===== src/rtl/dlychain_pkg.sv =====
`timescale 1ns/1ps
package dlychain_pkg;

  // Latch sequencer state: HOLD keeps every stage latch closed.
  typedef enum logic {
    LATCH_OPEN = 1'b0,
    LATCH_HOLD = 1'b1
  } latch_st_t;

  // Override pair of one stage.
  typedef struct packed {
    logic force_min;
    logic force_max;
  } ovr_t;

  localparam ovr_t OVR_NONE = '{force_min: 1'b0, force_max: 1'b0};
  localparam ovr_t OVR_MIN  = '{force_min: 1'b1, force_max: 1'b0};
  localparam ovr_t OVR_MAX  = '{force_min: 1'b0, force_max: 1'b1};

endpackage


===== src/rtl/dly_lead_cfg.sv =====
`timescale 1ns/1ps
module dly_lead_cfg
  import dlychain_pkg::*;
#(
  parameter int CODE_W      = 10,
  parameter int FIXED_STEPS = 240,
  parameter int DLY_W       = 11
) (
  input  logic              clk,
  input  logic              rst,
  input  logic              load_i,
  input  logic [CODE_W-1:0] code_req_i,
  output logic [CODE_W-1:0] code_o,
  output ovr_t              ovr_o,
  output logic [DLY_W-1:0]  dly_next_o
);

  // Delay this stage will have once the pending request is applied.
  always_comb begin
    dly_next_o = DLY_W'(FIXED_STEPS) + DLY_W'(code_req_i);
  end

  always_ff @(posedge clk) begin
    if (rst) begin
      code_o <= '0;
      ovr_o  <= OVR_NONE;
    end else if (load_i) begin
      code_o <= code_req_i;
      ovr_o  <= OVR_NONE;
    end
  end

  // the lead code follows the request on a load
  p_lead_track_r2: assert property (@(posedge clk) disable iff (rst)
    load_i |=> (code_o == $past(code_req_i)));

  // the lead stage is never overridden
  p_lead_free_r8: assert property (@(posedge clk) disable iff (rst)
    ovr_o == OVR_NONE);

  // no load, no change
  p_lead_hold_r7: assert property (@(posedge clk) disable iff (rst)
    !load_i |=> $stable(code_o));

endmodule


===== src/rtl/dly_follow_cfg.sv =====
`timescale 1ns/1ps
module dly_follow_cfg
  import dlychain_pkg::*;
#(
  parameter int CODE_W      = 10,
  parameter int FIXED_STEPS = 240,
  parameter int DLY_W       = 11
) (
  input  logic              clk,
  input  logic              rst,
  input  logic              load_i,
  input  logic              casc_i,
  output logic [CODE_W-1:0] code_o,
  output ovr_t              ovr_o,
  output logic [DLY_W-1:0]  dly_next_o
);

  localparam int FULL_SPAN = 2 ** CODE_W;

  ovr_t ovr_next;

  // A follower is either pinned low or pinned high; its code latches sit at zero.
  always_comb begin
    ovr_next   = casc_i ? OVR_MAX : OVR_MIN;
    dly_next_o = DLY_W'(FIXED_STEPS) + (casc_i ? DLY_W'(FULL_SPAN) : '0);
  end

  assign code_o = '0;

  always_ff @(posedge clk) begin
    if (rst) begin
      ovr_o <= OVR_MIN;
    end else if (load_i) begin
      ovr_o <= ovr_next;
    end
  end

  // low follower bit pins the stage at its minimum
  p_follow_min_r3: assert property (@(posedge clk) disable iff (rst)
    (load_i && !casc_i) |=> (ovr_o.force_min && !ovr_o.force_max));

  // high follower bit pins the stage at its maximum
  p_follow_max_r4: assert property (@(posedge clk) disable iff (rst)
    (load_i && casc_i) |=> (!ovr_o.force_min && ovr_o.force_max));

  // exactly one override active on a follower
  p_follow_excl_r8: assert property (@(posedge clk) disable iff (rst)
    $countones(ovr_o) == 1);

  // overrides hold without a load
  p_follow_hold_r7: assert property (@(posedge clk) disable iff (rst)
    !load_i |=> $stable(ovr_o));

endmodule


===== src/rtl/dly_latch_seq.sv =====
`timescale 1ns/1ps
module dly_latch_seq
  import dlychain_pkg::*;
#(
  parameter int N_STAGES = 3
) (
  input  logic                clk,
  input  logic                rst,
  input  logic                load_i,
  output logic [N_STAGES-1:0] len_o
);

  latch_st_t st_q;

  always_ff @(posedge clk) begin
    if (rst) begin
      st_q <= LATCH_HOLD;
    end else begin
      st_q <= load_i ? LATCH_OPEN : LATCH_HOLD;
    end
  end

  // One registered enable per stage, all driven from the same state.
  for (genvar k = 0; k < N_STAGES; k++) begin : g_len
    always_ff @(posedge clk) begin
      if (rst) begin
        len_o[k] <= 1'b1;
      end else begin
        len_o[k] <= (load_i ? LATCH_OPEN : LATCH_HOLD) == LATCH_HOLD;
      end
    end
  end

  // enables move together
  p_len_together_r6: assert property (@(posedge clk) disable iff (rst)
    (len_o == '0) || (len_o == '1));

  // enables follow the sequencer state
  p_len_state_r6: assert property (@(posedge clk) disable iff (rst)
    (st_q == LATCH_OPEN) == (len_o == '0));

  // a load keeps the window open for the following cycle
  p_len_open_r10: assert property (@(posedge clk) disable iff (rst)
    load_i |=> (len_o == '0));

endmodule


===== src/rtl/dly_total_sum.sv =====
`timescale 1ns/1ps
module dly_total_sum #(
  parameter int N_STAGES  = 3,
  parameter int DLY_W     = 11,
  parameter int TOT_W     = 12,
  parameter int RST_TOTAL = 720,
  parameter int MAX_TOTAL = 3791
) (
  input  logic                           clk,
  input  logic                           rst,
  input  logic                           load_i,
  input  logic [N_STAGES-1:0][DLY_W-1:0] dly_next_i,
  output logic [TOT_W-1:0]               total_o
);

  logic [TOT_W-1:0] sum_next;

  always_comb begin
    sum_next = '0;
    for (int k = 0; k < N_STAGES; k++) begin
      sum_next = sum_next + TOT_W'(dly_next_i[k]);
    end
  end

  always_ff @(posedge clk) begin
    if (rst) begin
      total_o <= TOT_W'(RST_TOTAL);
    end else if (load_i) begin
      total_o <= sum_next;
    end
  end

  // the total never drops below the fixed latency floor
  p_total_floor_r5: assert property (@(posedge clk) disable iff (rst)
    int'(total_o) >= RST_TOTAL);

  // the total never exceeds the all-ones request
  p_total_ceiling_r9: assert property (@(posedge clk) disable iff (rst)
    int'(total_o) <= MAX_TOTAL);

  // total holds without a load
  p_total_hold_r7: assert property (@(posedge clk) disable iff (rst)
    !load_i |=> $stable(total_o));

endmodule


===== src/rtl/dly_cascade_ctrl.sv =====
`timescale 1ns/1ps
module dly_cascade_ctrl
  import dlychain_pkg::*;
#(
  parameter int N_STAGES    = 3,
  parameter int CODE_W      = 10,
  parameter int FIXED_STEPS = 240,
  localparam int REQ_W      = CODE_W + N_STAGES - 1,
  localparam int FULL_SPAN  = 2 ** CODE_W,
  localparam int RST_TOTAL  = N_STAGES * FIXED_STEPS,
  localparam int MAX_TOTAL  = RST_TOTAL + (FULL_SPAN - 1) + (N_STAGES - 1) * FULL_SPAN,
  localparam int TOT_W      = $clog2(MAX_TOTAL + 1)
) (
  input  logic                       clk,
  input  logic                       rst,
  input  logic                       load_i,
  input  logic [REQ_W-1:0]           req_i,
  output logic [N_STAGES*CODE_W-1:0] stage_code_o,
  output logic [N_STAGES-1:0]        stage_len_o,
  output logic [N_STAGES-1:0]        stage_min_o,
  output logic [N_STAGES-1:0]        stage_max_o,
  output logic [TOT_W-1:0]           total_o
);

  localparam int DLY_W = $clog2(FIXED_STEPS + FULL_SPAN + 1);

  logic [N_STAGES-1:0][DLY_W-1:0] dly_next;
  ovr_t [N_STAGES-1:0]            ovr;

  for (genvar k = 0; k < N_STAGES; k++) begin : g_stage
    if (k == 0) begin : g_lead
      dly_lead_cfg #(
        .CODE_W     (CODE_W),
        .FIXED_STEPS(FIXED_STEPS),
        .DLY_W      (DLY_W)
      ) u_lead (
        .clk       (clk),
        .rst       (rst),
        .load_i    (load_i),
        .code_req_i(req_i[CODE_W-1:0]),
        .code_o    (stage_code_o[k*CODE_W +: CODE_W]),
        .ovr_o     (ovr[k]),
        .dly_next_o(dly_next[k])
      );
    end else begin : g_follow
      dly_follow_cfg #(
        .CODE_W     (CODE_W),
        .FIXED_STEPS(FIXED_STEPS),
        .DLY_W      (DLY_W)
      ) u_follow (
        .clk       (clk),
        .rst       (rst),
        .load_i    (load_i),
        .casc_i    (req_i[CODE_W+k-1]),
        .code_o    (stage_code_o[k*CODE_W +: CODE_W]),
        .ovr_o     (ovr[k]),
        .dly_next_o(dly_next[k])
      );
    end
    assign stage_min_o[k] = ovr[k].force_min;
    assign stage_max_o[k] = ovr[k].force_max;
  end

  dly_latch_seq #(
    .N_STAGES(N_STAGES)
  ) u_seq (
    .clk   (clk),
    .rst   (rst),
    .load_i(load_i),
    .len_o (stage_len_o)
  );

  dly_total_sum #(
    .N_STAGES (N_STAGES),
    .DLY_W    (DLY_W),
    .TOT_W    (TOT_W),
    .RST_TOTAL(RST_TOTAL),
    .MAX_TOTAL(MAX_TOTAL)
  ) u_sum (
    .clk       (clk),
    .rst       (rst),
    .load_i    (load_i),
    .dly_next_i(dly_next),
    .total_o   (total_o)
  );

  // reported total agrees with the settings actually presented
  p_total_match_r5: assert property (@(posedge clk) disable iff (rst)
    int'(total_o) == RST_TOTAL + int'(stage_code_o[CODE_W-1:0])
                     + $countones(stage_max_o) * FULL_SPAN);

  // settings only move while the latch window is open
  p_gate_r6: assert property (@(posedge clk) disable iff (rst)
    !($stable(stage_code_o) && $stable(stage_min_o) && $stable(stage_max_o))
      |-> (stage_len_o == '0));

endmodule


===== config.mk =====
export PLATFORM = sky130hd
export DESIGN_NAME = dly_cascade_ctrl
export DESIGN_NICKNAME = d
export VERILOG_FILES = /design/src/rtl/dlychain_pkg.sv /design/src/rtl/dly_lead_cfg.sv /design/src/rtl/dly_follow_cfg.sv /design/src/rtl/dly_latch_seq.sv /design/src/rtl/dly_total_sum.sv /design/src/rtl/dly_cascade_ctrl.sv
export SDC_FILE = /design/constraint.sdc
export NUM_CORES = 1
export LEC_CHECK = 0
export ABC_AREA = 0
export BUFFER_PORTS_ARGS = -buffer_cell sky130_fd_sc_hd__buf_2
export CAP_MARGIN = 20
export CORE_MARGIN = 2
export CORE_UTILIZATION = 56
export DETAILED_ROUTE_END_ITERATION = 10
export PLACE_DENSITY = 0.9
export SYNTH_ARGS = -nofsm -noshare
export SYNTH_HDL_FRONTEND = slang
export SYNTH_HIERARCHICAL = 1
export SYNTH_SLANG_ARGS = --single-unit

===== constraint.sdc =====
create_clock -name clk -period 3.9 [get_ports clk]
set_input_delay 0 -clock clk [delete_from_list [all_inputs] [get_ports clk]]
set_output_delay 0 -clock clk [all_outputs]
set_load 0.02 [all_outputs]

==> flow_summary.toml, run 1 <==
[outcome]
outcome = "complete, no violations"

[die]
die_w_um = 65.76
core_area_um2 = 3661
die_h_um = 65.76
die-area_um2 = 4324
rows = 22
io_pins = 66
initial_core_util_pct = 58.34

[synthesis]
ys_types = 44
synth-seq-cells = 27
yosysTopAreaCellShare_pct = 25.31
postSynthAreaPerCell_um2 = 9.089
synth_edf_count = 0
netlist_area_um2 = 2136
synth_seq_area_share_pct = 25.31
synth.area.top_cells = "dfxtp_1 (25%), buf_4 (18%), fa_1 (11%), ha_1 (6.4%), mux2i_1 (6.1%)"
async_flop_share_pct = 0
postSynthCellCount = 235
yosys.area.top_type = "dfxtp_1"
synthFlopType = "dfxtp_1"
ys_warn_count = 6
synth_most_common_cell = "buf_4"
yosys-top-cells-count = "buf_4 (51), dfxtp_1 (27), nor2_1 (18), mux2i_1 (13)"

[sta]
skew_ns = 0
finalCritPeriodShare_pct = 55.87
fmax_mhz = 458.9
tns_ns = 0
max_slew_margin_pct = 49.72
hold_violations = 0
fin_crit_ns = 2.179
setup_violations = 0
max_slew.worst_pin.slew_ns = 0.7542
hold_slack_ns = 0.009570
finalMaxSlewViolations = 0
rsz0062_at_grt = "no"

[cts]
post_cts_resized = 0
cts.clk_slew.worst_paths_ns = 0.09
cts_buffers = 3
cts_max_path_buffers = 2
clock_latency_ns = 0.27
hold_buffers = 1
htree_levels = 1
clock-sinks = 27
cts_tree = "done"
cts-root-buf = "clkbuf_8"
post-cts-setup-buffer-count = 0

[global_routing]
grt_pass1_vias = 1426
grt_pass1_wl_mm = 5.947
track_usage_pct = 17.23
antenna_found_initial = 0
grt-ovfl-total = 0
grt_max_degree = 40

[placement]
gp_congestion = 0.9007
portBuffers = 43
hpwl_mm = 2.736
dpl_cell_area_um2 = 2152
dp.cells = 308

[worst_setup_path]
cpPeakStageDelay_ns = 0.48
crit_path_start = "req_i[4]"
path_common_cell = "ha_1"
r2r_start = "u_sum/total_o[4]"
cp_top_family = "adder cells"
required_ns = 4.09
worst-setup-path-type = "in -> reg"
cp_num_buf_inv = 2
cp_cell_sequence = "buf_2, inv_1, ha_1, nor3b_1, xnor2_1, fa_1, ha_1, o21a_1, nor2_1, a31oi_2, nor4b_1, a211oi_1"
cp-end-kind = "flop"
arrival_ns = 2.37
crit_fanout = 6
start_kind = "input port"
cp_slowest_cell = "fa_1"

[final_layout]
final_cells = 313
drive_gt1_share_pct = 21.13
fin_area_um2 = 2208
area_growth_pct = 3.398
nNetsFinal = 304
n_antenna_cell = 0

[power]
powerDensity_nw_per_um2 = 383.8
p_leak_nw = 1.073
pwr-share-seq_pct = 37.8
swShare_pct = 38.08
clkPwrFrac_pct = 18.7
pwr-share-comb_pct = 43.5
vdd_drop_max_mv = 0.1910
internal_power_mw = 0.5248
p_sw_mw = 0.3228

[run]
max_cap_viol_count = 0

[drt]
vias = 1485
routed_wl_mm = 3.444
routedWlPerCell_um = 11.00
drt_first_pass_iters = 4
drt-initial-drc-count = 42
antenna_left = 0
viasPerCell = 4.744
drc = 0

[hold_path]
hold_class = "in -> reg"
holdCritStartpoint = "req_i[2]"
## sequential cells by signal (all words and copies together), names as in the netlist
name	flops
g_stage.g_follow.u_follow/ovr_o	4
g_stage.g_lead.u_lead/code_o	10
u_sum/total_o	12
u_seq/len_o	1
## metal layers
layer  up-vias  track usage (%)  part of all wire, %
li1        749                -                    -
met1       679            21.08                   45
met2        51            31.19                   48
met3         6            2.740                  5.5
met4         0            4.427                  1.3
met5         -                0                    0
## through the flow
step | util (%) | total power, mW | setup slack, ns
6_report | 60.32 | 0.8476 | 1.721
4_1_cts | 60.32 | 0.8448 | 1.705
3_5_place_dp | 58.78 | 0.6856 | 1.423
5_1_grt | 60.32 | 0.9123 | 1.477
2_1_floorplan | - | 0.6431 | 1.761
3_3_place_gp | 58.78 | 0.6769 | 1.509
## power by group through the flow
stage | combinational, mW | sequential (mW) | clock (mW)
3_5_place_dp | 0.359 | 0.327 | 0
6_report | 0.369 | 0.320 | 0.159
2_1_floorplan | 0.278 | 0.365 | 0
4_1_cts | 0.361 | 0.321 | 0.163
3_3_place_gp | 0.351 | 0.326 | 0
5_1_grt | 0.413 | 0.324 | 0.175
## cell usage in the layout (no fill, tap or decap), types with 2 or more instances in the layout
cell / instances
inv_1: 11
or2_1: 2
mux2i_1: 13
o21ai_0: 4
a21o_1: 2
nand3_1: 3
dfxtp_1: 27
clkbuf_8: 3
a21oi_1: 9
o211ai_1: 3
nor2b_1: 2
nor2_1: 18
nand2_1: 12
ha_1: 11
nor3b_1: 3
xnor2_1: 6
nor3_1: 5
a211oi_1: 3
buf_2: 43
conb_1: 42
xor2_1: 3
nand2b_1: 6
fa_1: 12
## final cells by class
cell class                 instances  area, um^2
tap                               48       60.06
clock inverter                     1       5.005
multi-input combinational        178        1291
clock buffer                       3       41.29
inverter                          12       45.04
sequential                        27       540.5
fill                             339        1453
timing repair buffer              44       225.2
## worst paths after layout
kind / to / slack [ns] / cells past startpoint
worst min register to register: g_stage[1].g_follow.u_follow/ovr_o[0] / 0.48 / 2
worst max-delay path: u_sum/total_o[9] / 1.72 / 12
worst max register to register: u_sum/total_o[4] / 3.08 / 2
worst min-delay path: g_stage[0].g_lead.u_lead/code_o[2] / 0.01 / 3
## cells by family after synthesis
logic type | share of synthesized area, %
flip-flops | 25.31
multiplexers | 7.322
AO/OA/AOI/OAI | 10.25
other | 0.8788
adder cells (fa/ha/maj) | 17.69
XOR/XNOR | 3.691
AND/OR/NAND/NOR | 14.12
buffers and inverters | 20.74
## worst register-to-register path: stages, from the launching register on
cell     delay, ns
dfxtp_1       0.32
nor2b_1       0.12
a211o_1       0.28
Power figures use the tool's default switching activity.
==> run 2, diff against run 1 <==
--- a/config.mk
+++ b/config.mk
@@ -9,9 +9,9 @@
 export BUFFER_PORTS_ARGS = -buffer_cell sky130_fd_sc_hd__buf_2
 export CAP_MARGIN = 20
 export CORE_MARGIN = 2
-export CORE_UTILIZATION = 56
+export CORE_UTILIZATION = 52
 export DETAILED_ROUTE_END_ITERATION = 10
-export PLACE_DENSITY = 0.9
+export PLACE_DENSITY = 0.85
 export SYNTH_ARGS = -nofsm -noshare
 export SYNTH_HDL_FRONTEND = slang
 export SYNTH_HIERARCHICAL = 1
==> constraint.sdc (replaced) <==
create_clock -name clk -period 2.2 [get_ports clk]
set_input_delay 0 -clock clk [delete_from_list [all_inputs] [get_ports clk]]
set_output_delay 0 -clock clk [all_outputs]
set_load 0.02 [all_outputs]
==> flow_summary.toml, run 2 (synthesis results as in run 1) <==
[worst_setup_path]
reg2regPathDepth = 3
cp-end-kind = "flop"
worst-setup-path-type = "in -> reg"
crit_fanout = 3
r2r_start = "u_sum/total_o[11]"
r2r_end = "u_sum/total_o[11]"
r2r_slack_ns = 1.39
arrival_ns = 2.23
start_kind = "input port"
required_ns = 2.41

[final_layout]
n_antenna_cell = 0
area_growth_pct = 7.323
layout_commonest_cell = "buf_2"
regMostFlops = "u_sum/total_o"
drive_gt1_share_pct = 24.73
largest_reg_flops = 12
reg.largest.list = "u_sum/total_o (12), g_stage.g_lead.u_lead/code_o (10), g_stage.g_follow.u_follow/ovr_o (4)"
fin_area_um2 = 2292
final_cell_mix = "buf_2 (43), conb_1 (42), dfxtp_1 (27)"
nNetsFinal = 314

[power]
p_leak_nw = 1.123
powerDensity_nw_per_um2 = 678.9
vdd_drop_max_mv = 0.2771

[global_routing]
antenna_found_initial = 0
grt-ovfl-total = 0
grt_pass1_vias = 1365
grt_pass1_wl_mm = 5.858
track_usage_pct = 16.42
grt_max_degree = 30

[sta]
fin_crit_ns = 2.021
max_slew_margin_pct = 65.00
finalCritPeriodShare_pct = 91.85
worst_slack_ns = 0.1792
setup_violations = 0
hold_violations = 0
rsz0062_at_grt = "no"
fmax_mhz = 494.9
max_slew.worst_pin.slew_ns = 0.5250
finalMaxSlewViolations = 0
skew_ns = 0

[hold_path]
hold_class = "in -> reg"
min_path_cells = 3
hold_path_end = "g_stage[0].g_lead.u_lead/code_o[1]"
holdCritStartpoint = "req_i[1]"

[drt]
drt-initial-drc-count = 41
routed_wl_mm = 3.608
drc = 0
viasPerCell = 4.671
drt_first_pass_iters = 4
vias = 1518
antenna_left = 0
routedWlPerCell_um = 11.10

[die]
die-area_um2 = 4636
core_area_um2 = 3971
die_w_um = 68.09
die_h_um = 68.09
initial_core_util_pct = 53.78
rows = 23
io_pins = 66

[cts]
post-cts-setup-buffer-count = 0
cts.clk_slew.worst_paths_ns = 0.10
cts-root-buf = "clkbuf_8"
post_cts_resized = 0
hold_buffers = 0
cts_max_path_buffers = 2
clock_latency_ns = 0.27
clock-sinks = 27
htree_levels = 1
cts_tree = "done"
cts_buffers = 3

[placement]
dp_slack_ns = -0.1645
portBuffers = 43
dpl_cell_area_um2 = 2237
gp_congestion = 0.9062
hpwl_mm = 2.932

[outcome]
outcome = "complete, no violations"

[run]
max_cap_viol_count = 0
-- run 2: changes by cell type in the layout (fill, tap and decap cells not counted), sizes merged --
cell / before / now
buf: 43 / 54
clkbuf: 3 / 4
clkinv: 1 / 0
dlygate4sd3: 1 / 0
-- run 2: how the worst max path moves through the flow --
| stage | depth (start not counted) | to | slack [ns] | startpoint |
|---|---|---|---|---|
| after global routing | 11 | u_sum/total_o[10] | 0.008 | req_i[4] |
| after detailed placement | 11 | u_sum/total_o[9] | -0.16 | req_i[4] |
| after floorplan | 10 | u_sum/total_o[9] | 0.06 | req_i[4] |
| after global placement | 11 | u_sum/total_o[9] | -0.09 | req_i[4] |
| final | 11 | u_sum/total_o[10] | 0.18 | req_i[4] |
| after CTS | 11 | u_sum/total_o[9] | 0.11 | req_i[4] |
-- run 2: worst max-delay path, stage by stage --
cell	delay, ns
buf_2	0.10
buf_4	0.14
o41ai_2	0.36
xnor2_1	0.14
fa_1	0.49
ha_1	0.35
a21oi_1	0.14
o21ai_0	0.12
nor3_1	0.21
mux2i_1	0.11
nand2_1	0.08
-- run 2: report_power, final --
part           leakage, nW  internal [mW]  switching [mW]
logic                0.877          0.298           0.407
registers            0.224          0.543          0.0251
clock network       0.0228          0.130           0.153
total                 1.12          0.971           0.586
-- run 2: cell type report --
| class | count | area, um^2 |
|---|---|---|
| fill | 341 | 1679 |
| timing repair buffer | 54 | 297.8 |
| inverter | 12 | 45.04 |
| clock buffer | 4 | 45.04 |
| multi-input combinational | 178 | 1301 |
| sequential | 27 | 540.5 |
| tap | 50 | 62.56 |
-- run 2: per-layer routing --
layer	GRT usage (%)	part of all wire (%)	routed length [um]	up-vias
li1	-	-	-	768
met1	20.84	46	1652	713
met2	29.25	50	1822	37
met3	2.632	3.7	134	0
met4	3.500	0	0	0
met5	0	0	0	-
-- run 2: stage by stage --
stage / hold WS, ns / power (mW) / util [%] / std cells / setup TNS, ns
after global routing: 0.01539 / 1.666 / 57.72 / 325 / 0
after detailed placement: 0.2893 / 1.262 / 56.33 / 321 / -0.4513
after floorplan: 0.06907 / 1.140 / - / 272 / 0
after CTS: 0.001262 / 1.545 / 57.47 / 325 / 0
final: 0.003978 / 1.556 / 57.72 / 325 / 0
after global placement: 0.2661 / 1.241 / 56.33 / 321 / -0.2202
==> run 3, diff against run 2 <==
--- a/config.mk
+++ b/config.mk
@@ -8,10 +8,12 @@
 export ABC_AREA = 0
 export BUFFER_PORTS_ARGS = -buffer_cell sky130_fd_sc_hd__buf_2
 export CAP_MARGIN = 20
+export CELL_PAD_IN_SITES_DETAIL_PLACEMENT = 1
+export CELL_PAD_IN_SITES_GLOBAL_PLACEMENT = 1
 export CORE_MARGIN = 2
-export CORE_UTILIZATION = 52
+export CORE_UTILIZATION = 38
 export DETAILED_ROUTE_END_ITERATION = 10
-export PLACE_DENSITY = 0.85
+export PLACE_DENSITY = 0.84
 export SYNTH_ARGS = -nofsm -noshare
 export SYNTH_HDL_FRONTEND = slang
 export SYNTH_HIERARCHICAL = 1
==> flow_summary.toml, run 3 (synthesis results as in run 1) <==
[global_routing]
grt_pass1_wl_mm = 7.403
track_usage_pct = 14.77
antenna_found_initial = 0
grt-ovfl-total = 0
grt_max_degree = 30
grt_pass1_vias = 1589

[sta]
tns_ns = 0
hold_slack_ns = 0.004592
max_slew_margin_pct = 62.31
finalMaxSlewViolations = 0
fmax_mhz = 494.6
hold_violations = 0
max_slew.worst_pin.slew_ns = 0.5653
skew_ns = 0
finalCritPeriodShare_pct = 91.90
fin_crit_ns = 2.022
setup_violations = 0

[hold_path]
holdCritStartpoint = "req_i[3]"
min_path_cells = 3
hold_path_end = "g_stage[0].g_lead.u_lead/code_o[3]"
hold_class = "in -> reg"

[worst_setup_path]
reg2regPathDepth = 3
cp_top_family = "adder cells"
r2r_end = "u_sum/total_o[11]"
worst-setup-path-type = "in -> reg"
required_ns = 2.42
crit_fanout = 3
cp_num_buf_inv = 2
cp-end-kind = "flop"
start_kind = "input port"
r2r_start = "u_sum/total_o[11]"
arrival_ns = 2.24
cp_slowest_cell = "fa_1"
cp_cell_sequence = "buf_2, buf_4, o41ai_2, xnor2_1, fa_1, ha_1, a21oi_1, o21ai_0, nor3_1, mux2i_1, nand2_1"
cpPeakStageDelay_ns = 0.48
r2r_slack_ns = 1.38

[drt]
routedWlPerCell_um = 13.09
viasPerCell = 4.517
routed_wl_mm = 4.554
drc = 0
antenna_left = 0
vias = 1572
drt-initial-drc-count = 47
drt_first_pass_iters = 4

[final_layout]
nNetsFinal = 315
fillers = 673
n_antenna_cell = 0
final_cell_mix = "buf_2 (43), conb_1 (42), dfxtp_1 (27)"
layout_commonest_cell = "buf_2"
regMostFlops = "u_sum/total_o"
multi_input_area_um2 = 1330
largest_reg_flops = 12
final_cells = 348
drive_gt1_share_pct = 25.72
reg.largest.list = "u_sum/total_o (12), g_stage.g_lead.u_lead/code_o (10), g_stage.g_follow.u_follow/ovr_o (4)"
area_growth_pct = 10.43
regArea_um2 = 540.5

[placement]
dp.cells = 343
hpwl_mm = 3.444
gp_congestion = 0.7677
portBuffers = 43

[power]
powerDensity_nw_per_um2 = 681.4
vdd_drop_max_mv = 0.2523
p_leak_nw = 1.134

[die]
die_h_um = 78.97
rows = 27
die-area_um2 = 6236
die_w_um = 78.97
core_area_um2 = 5473
io_pins = 66
initial_core_util_pct = 39.03

[cts]
cts.clk_slew.worst_paths_ns = 0.09
clock-sinks = 27
cts_buffers = 3
cts-root-buf = "clkbuf_8"
post-cts-setup-buffer-count = 0
clock_latency_ns = 0.27
cts_tree = "done"
htree_levels = 1
cts_max_path_buffers = 2

[run]
max_cap_viol_count = 0

[outcome]
outcome = "complete, no violations"
==> run 3: worst reg2reg max path, delay by kind of cell (launching register included) <==
family          cells  cell delay (ns)
flops               1             0.32
mux                 1             0.25
compound gates      1             0.08
simple gates        1             0.07
==> run 3: area by class of cell <==
cell class / instances / area share, %
well taps: 72 / 3.820
inverters: 12 / 1.910
repair buffers: 55 / 13.05
multi-input cells: 178 / 56.39
clock buffers: 4 / 1.910
flip-flops and latches: 27 / 22.92
==> run 3: through the flow <==
step,worst slack [ns],utilization (%),cell area [um^2],power [mW]
after detailed placement,-0.2280,41.38,2265,1.280
after global placement,-0.1028,41.38,2265,1.253
after CTS,0.06130,42.48,2325,1.582
final,0.1782,43.10,2359,1.607
after global routing,-0.01853,43.10,2359,1.714
after floorplan,0.06056,-,2275,1.140
==> run 3: where the power goes <==
group / switching, mW / internal [mW]
clock: 0.159 / 0.130
combinational: 0.442 / 0.308
sequential: 0.0250 / 0.543
==> run 3: how the worst max path moves through the flow <==
stage / from / endpoint / slack (ns) / cells past startpoint
2_1_floorplan: req_i[4] / u_sum/total_o[9] / 0.06 / 10
5_1_grt: req_i[4] / u_sum/total_o[10] / -0.02 / 13
4_1_cts: req_i[4] / u_sum/total_o[9] / 0.06 / 10
3_5_place_dp: req_i[4] / u_sum/total_o[9] / -0.23 / 11
3_3_place_gp: req_i[4] / u_sum/total_o[9] / -0.10 / 11
6_report: req_i[4] / u_sum/total_o[10] / 0.18 / 11
==> run 3: repair_timing <==
action	CTS	global route
gates resized for setup	1	6
cloned	0	0
pin swaps	0	1
hold endpoints to repair	1	0
hold buffers	1	0
setup endpoints to repair	1	3
==> run 3: per-layer routing <==
| metal | wire length (um) | global-route usage (%) | vias to the layer above |
|---|---|---|---|
| met2 | 2315 | 27.37 | 44 |
| met5 | 0 | 0 | - |
| li1 | - | - | 770 |
| met1 | 2032 | 18.18 | 756 |
| met4 | 29 | 4.138 | 0 |
| met3 | 176 | 1.250 | 2 |
